==> src/rtl/optsel_pkg.sv <==
package optsel_pkg;
  localparam logic [7:0] ID_LOW  = 8'hFD;
  localparam logic [7:0] ID_HIGH = 8'h6A;

  localparam logic [2:0] PORT_IDLO = 3'd0;
  localparam logic [2:0] PORT_IDHI = 3'd1;
  localparam logic [2:0] PORT_CTL  = 3'd2;
  localparam logic [2:0] PORT_BASE = 3'd3;

  typedef struct packed {
    logic       rdEn;
    logic [2:0] rdPort;
    logic       wrCtl;
    logic       wrBase;
  } ioStrobe_t;
endpackage

==> src/rtl/optsel_ctrl.sv <==
module optsel_ctrl
  import optsel_pkg::*;
#(
  parameter int IO_AW = 10
) (
  input  logic [IO_AW-1:3] ioBaseStrap,
  input  logic [IO_AW-1:0] ioAddr,
  input  logic             ioRd,
  input  logic             ioWr,
  output ioStrobe_t        stb
);
  logic ioHit;
  logic [2:0] port;

  assign ioHit = (ioAddr[IO_AW-1:3] == ioBaseStrap);
  assign port  = ioAddr[2:0];

  always_comb begin
    stb.rdEn   = ioHit && ioRd;
    stb.rdPort = port;
    stb.wrCtl  = ioHit && ioWr && (port == PORT_CTL);
    stb.wrBase = ioHit && ioWr && (port == PORT_BASE);
  end
endmodule

==> src/rtl/optsel_regs.sv <==
module optsel_regs
  import optsel_pkg::*;
#(
  parameter int BASE_W = 6
) (
  input  logic              clk,
  input  logic              rstN,
  input  ioStrobe_t         stb,
  input  logic [7:0]        ioWdata,
  output logic [7:0]        ioRdata,
  output logic              cardEn,
  output logic              romDis,
  output logic [BASE_W-1:0] winBase
);
  logic unusedHiBits;
  assign unusedHiBits = ^ioWdata[7:BASE_W];

  always_ff @(posedge clk) begin
    if (!rstN) begin
      cardEn  <= 1'b0;
      romDis  <= 1'b0;
      winBase <= '0;
    end else begin
      if (stb.wrCtl) begin
        cardEn <= ioWdata[0];
        romDis <= ioWdata[1];
      end
      if (stb.wrBase) winBase <= ioWdata[BASE_W-1:0];
    end
  end

  always_comb begin
    ioRdata = 8'h00;
    if (stb.rdEn) begin
      case (stb.rdPort)
        PORT_IDLO: ioRdata = ID_LOW;
        PORT_IDHI: ioRdata = ID_HIGH;
        PORT_CTL:  ioRdata = {6'b0, romDis, cardEn};
        PORT_BASE: ioRdata = {{(8-BASE_W){1'b0}}, winBase};
        default:   ioRdata = 8'h00;
      endcase
    end
  end
endmodule

==> src/rtl/optsel_windec.sv <==
module optsel_windec #(
  parameter int MEM_AW = 20,
  parameter int WIN_AW = 14
) (
  input  logic [MEM_AW-1:0]      memAddr,
  input  logic                   cardEn,
  input  logic [MEM_AW-WIN_AW-1:0] winBase,
  output logic                   selRam,
  output logic                   selProm,
  output logic                   promOdd,
  output logic                   selData,
  output logic                   selStat,
  output logic                   selCmd,
  output logic [WIN_AW-1:0]      winOffset
);
  localparam int WIN_SIZE  = 1 << WIN_AW;
  localparam int PROM_LO   = WIN_SIZE - 64;
  localparam int RSV_LO    = PROM_LO + 32;
  localparam int DATA_LO   = RSV_LO + 16;
  localparam int STAT_AT   = DATA_LO + 2;
  localparam int CMD_AT    = DATA_LO + 3;

  logic inWin;
  int unsigned off;

  assign winOffset = memAddr[WIN_AW-1:0];
  assign inWin = cardEn && (memAddr[MEM_AW-1:WIN_AW] == winBase);

  always_comb begin
    off     = int'(memAddr[WIN_AW-1:0]);
    selRam  = inWin && (off < PROM_LO);
    selProm = inWin && (off >= PROM_LO) && (off < RSV_LO);
    selData = inWin && (off >= DATA_LO) && (off < STAT_AT);
    selStat = inWin && (off == STAT_AT);
    selCmd  = inWin && (off == CMD_AT);
    promOdd = selProm && memAddr[0];
  end
endmodule

==> src/rtl/optsel_cfg.sv <==
module optsel_cfg
  import optsel_pkg::*;
#(
  parameter int IO_AW  = 10,
  parameter int MEM_AW = 20,
  parameter int WIN_AW = 14
) (
  input  logic              clk,
  input  logic              rstN,
  input  logic [IO_AW-1:3]  ioBaseStrap,
  input  logic [IO_AW-1:0]  ioAddr,
  input  logic              ioRd,
  input  logic              ioWr,
  input  logic [7:0]        ioWdata,
  output logic [7:0]        ioRdata,
  input  logic [MEM_AW-1:0] memAddr,
  output logic              selRam,
  output logic              selProm,
  output logic              promOdd,
  output logic              selData,
  output logic              selStat,
  output logic              selCmd,
  output logic [WIN_AW-1:0] winOffset,
  output logic              bootRomEn
);
  localparam int BASE_W = MEM_AW - WIN_AW;

  ioStrobe_t stb;
  logic cardEn, romDis;
  logic [BASE_W-1:0] winBase;

  optsel_ctrl #(.IO_AW(IO_AW)) u_ctrl (
    .ioBaseStrap(ioBaseStrap), .ioAddr(ioAddr), .ioRd(ioRd), .ioWr(ioWr), .stb(stb)
  );

  optsel_regs #(.BASE_W(BASE_W)) u_regs (
    .clk(clk), .rstN(rstN), .stb(stb), .ioWdata(ioWdata), .ioRdata(ioRdata),
    .cardEn(cardEn), .romDis(romDis), .winBase(winBase)
  );

  optsel_windec #(.MEM_AW(MEM_AW), .WIN_AW(WIN_AW)) u_dec (
    .memAddr(memAddr), .cardEn(cardEn), .winBase(winBase),
    .selRam(selRam), .selProm(selProm), .promOdd(promOdd), .selData(selData),
    .selStat(selStat), .selCmd(selCmd), .winOffset(winOffset)
  );

  assign bootRomEn = cardEn && !romDis;
endmodule

==> config.mk <==
export PLATFORM = sky130hd
export DESIGN_NAME = optsel_cfg
export DESIGN_NICKNAME = d
export VERILOG_FILES = /design/src/rtl/optsel_pkg.sv /design/src/rtl/optsel_ctrl.sv /design/src/rtl/optsel_regs.sv /design/src/rtl/optsel_windec.sv /design/src/rtl/optsel_cfg.sv
export SDC_FILE = /design/constraint.sdc
export NUM_CORES = 1
export LEC_CHECK = 0
export ABC_AREA = 0
export CORE_ASPECT_RATIO = 0.8
export CORE_UTILIZATION = 31
export CTS_CLUSTER_DIAMETER = 150
export DETAILED_ROUTE_END_ITERATION = 16
export PLACE_DENSITY_LB_ADDON = 0.2
export SYNTH_ARGS = -nofsm -noshare
export SYNTH_HDL_FRONTEND = slang
export SYNTH_SLANG_ARGS = --single-unit
==> constraint.sdc <==
create_clock -name clk -period 4.14 [get_ports clk]
set_input_delay 1.242 -clock clk [delete_from_list [all_inputs] [get_ports clk]]
set_output_delay 1.242 -clock clk [all_outputs]
set_load 0.05 [all_outputs]
==> results of run 1 <==
==> per-layer routing <==
layer	GRT usage [%]	share of wire, %	vias up
met2	39.6	49	67
met1	28.7	40	500
li1	-	-	546
met4	7.20	1.1	0
met5	0	0	-
met3	4.51	8.9	6
==> layout make-up <==
type                       count  area, µm²  area share, %
multi-input combinational     80        634           34.4
timing repair buffer          90        966           52.4
tap                           36       45.0           2.44
clock buffer                   3       22.5           1.22
sequential                     8        160           8.69
inverter                       4       15.0          0.815
==> stage by stage <==
step | hold WS [ns] | total power [mW] | std cells
2_1_floorplan | 0.466 | 0.142 | 113
3_3_place_gp | 0.490 | 0.202 | 217
3_5_place_dp | 0.518 | 0.205 | 217
4_1_cts | 0.526 | 0.262 | 222
5_1_grt | 0.554 | 0.273 | 221
6_report | 0.528 | 0.261 | 221
==> flip-flops by register name, indices dropped and copies added, names as in the netlist <==
| signal | flops |
|---|---|
| u_regs.winBase | 6 |
| u_regs.cardEn | 1 |
| u_regs.romDis | 1 |
==> worst max-delay path, stage by stage <==
cell             delay [ns]
clkdlybuf4s50_1        0.48
nand3b_1               0.10
or4_4                  0.64
nor3_4                 0.23
buf_12                 0.16
==> power groups by stage <==
stage / Combinational, mW / Clock, mW / Sequential, mW
2_1_floorplan: 0.0635 / 0 / 0.0787
3_3_place_gp: 0.124 / 0 / 0.0788
3_5_place_dp: 0.126 / 0 / 0.0788
4_1_cts: 0.125 / 0.0594 / 0.0771
5_1_grt: 0.133 / 0.0632 / 0.0771
6_report: 0.126 / 0.0578 / 0.0772
==> kinds of logic (layout without fill, tap and decap cells) <==
family | Yosys count | in the layout | share of synthesized area (%)
flip-flops | 8 | 8 | 18.6
buffers and inverters | 25 | 97 | 18.0
XOR/XNOR | 13 | 13 | 13.2
AO/OA/AOI/OAI | 24 | 24 | 18.7
AND/OR/NAND/NOR | 43 | 43 | 31.5
==> timing repair <==
action,in CTS,in global routing
buffers inserted,2,0
pin swaps,20,3
resized for setup,38,1
setup endpoints to repair,12,3
==> worst max-delay path by stage <==
stage / start / endpoint / cells after the start
floorplan: memAddr[12] / selCmd / 4
global placement: ioBaseStrap[5] / ioRdata[0] / 7
detailed placement: ioBaseStrap[3] / ioRdata[0] / 7
CTS: ioBaseStrap[7] / ioRdata[0] / 6
global route: ioRd / ioRdata[0] / 5
finish: ioRd / ioRdata[0] / 5
==> cell usage in the layout (no fill, tap or decap), drive strengths merged <==
cell	count
a21boi	8
a21oi	6
a31oi	1
and2	2
and4	1
buf	32
clkbuf	3
clkdlybuf4s50	31
dfxtp	8
dlygate4sd2	26
dlymetal6s2s	1
inv	4
nand2	4
nand2b	1
nand3	4
nand3b	1
nand4	12
nand4bb	1
nor2	5
nor2b	1
nor3	4
nor3b	1
nor4	1
nor4bb	1
o21ai	1
o31ai	8
or2	2
or4	2
xnor2	11
xor2	2
==> implementation parameters, run 1 <==
Parameter                              Value

CTS
  Number of CTS-inserted buffers    3
  Cts-stage hold buffer count    0
  Deepest clock path buffer count    2
  CTS sink cnt    8
  TritonCTS clock tree    built
  Master cell of the clock root buffer    clkbuf_4
  Clock Pin Slew Worst Setup and Hold Paths    0.05 ns
  Depth of the CTS H-tree    1
  Clock insertion delay at the later pin of the skew report    0.25 ns

Synth
  Synth unique cells    31
  Mapped Cells    113
  Area of the mapped netlist    862 µm²
  Main synth FF type    dfxtp_1
  Proportion of synthesized chip area in sequential cells    18.6%
  Post-Synthesis Net Count    162
  Cell type with the largest total area after synthesis    dfxtp_1
  Total number of yosys warnings    0
  Most repeated cell in the gate-level netlist after synthesis    buf_4
  Area share of the leading cell type in the synthesized netlist    18.6%
  Number of enable-type register cells in the synthesized netlist    0
  Post-synth top cells    buf_4, nand4_1, xnor2_1
  Post-synthesis register bit count    8
  Async set-or-reset flop fraction in the synthesized netlist    0%
  Average size of a mapped cell    7.63 µm²
  Top cells by area, synth    dfxtp_1, buf_4, xnor2_1

Power and ir drop
  Net switching share of the total power    33.9%
  Pint    0.172 mW
  Power density normalized to cell area    142 mW/mm²
  Net switching power    0.0885 mW
  Worst vdd rail ir drop    144 µV
  Part of the power in the clock network    22.2%
  Logic pwr share    48.2%
  Share of total power in sequential cells    29.6%
  P_leak    0.711 nW

Place
  Post-detailed-placement cell area    0.00179 mm²
  Post-detailed-placement half-perimeter wirelength    2700 µm
  Total of buffers placed on input and output ports    75
  Post-Place Setup Slack    -0.280 ns
  Final RePlAce weighted congestion    0.829

Worst hold path
  Hold_sp    u_regs.winBase[0]
  Hold Crit Depth    2
  Hold Path Sink    u_regs.winBase[0]
  Hold Crit Class    reg2reg

Route
  Initial drt markers    46
  Detailed Routing Iterations Pass 1    4
  Routed wirelength normalized by instance count    14.6 µm
  Number of DRC violations after detailed routing    0
  Post-DR vias/cell    5.06
  Total via count in the routed design    1119
  Overall routed net length    3230 µm
  Count of antenna-violating nets left after detailed routing    0

Final layout
  Area Growth Syn to Fin    114%
  Filler Cells Inserted    226
  Count of inserted antenna diode cells    0
  Layout Nets    236
  Util after Layout    72.5%
  Layout cells sized above 1    30.8%
  Area of all placed cells without fillers    0.00184 mm²

GRT
  Total overflow reported by the global router    0
  Antenna violations before repair    0
  Maximum number of pins on one net before global-route repair    13
  Aggregate global-route resource usage    23.2%
  Vias in the first global route    1139
  Global-route wire length before repair    5250 µm

Timing
  Setup repair after global routing missed its margin    false
  Fmax    0.244 GHz
  Period utilization    98.8%
  Worst clock skew    0 ns
  Worst-case setup margin in the final layout    0.0493 ns
  Final period demand of the worst path    4.09 ns
  Finish-stage setup viols    0
  Final hold violation count    0
  Final Max Tran Viols    0
  Sum Neg Setup Slack    0 ns
  Worst-margin pin slew    0.520 ns
  Normalized max-slew margin    65.3%

Floorplanning
  Placement Rows    16
  Core footprint    0.00254 mm²
  Die Y    49.2 µm
  Die X    61.0 µm
  Starting density of the core    33.9%
  Die Footprint    0.00300 mm²
  I/O pin count    78

Flow run
  Number of max-cap violations    0

Worst setup path
  Cell count of the worst reg-to-reg path    2
  Required time of the critical path    2.90 ns
  Crit Path Category    in2out
  Startpoint type of the worst setup path    input pin
  Reg2reg end    u_regs.winBase[2]
  Maximum fanout along the worst path    8
  Kind of end point of the critical path    primary output
  Arrival time worst endpoint    2.85 ns
  Worst reg-to-reg setup slack    3.40 ns
  Worst reg2reg path startpoint    u_regs.winBase[2]

Status
  Result of the run    finished, final reports clean
No activity file was read; power rests on OpenSTA's default activity.
==> run 2: changes to the inputs <==
Settings changed: CTS_CLUSTER_DIAMETER 150 to 40.
==> results of run 2 <==
No change in the layout: final DEF, timing and power equal those of run 1.
==> run 3: changes to the inputs <==
Settings changed: HOLD_SLACK_MARGIN set to 0.08.
==> results of run 3 <==
No change in the layout: final DEF, timing and power equal those of run 1.
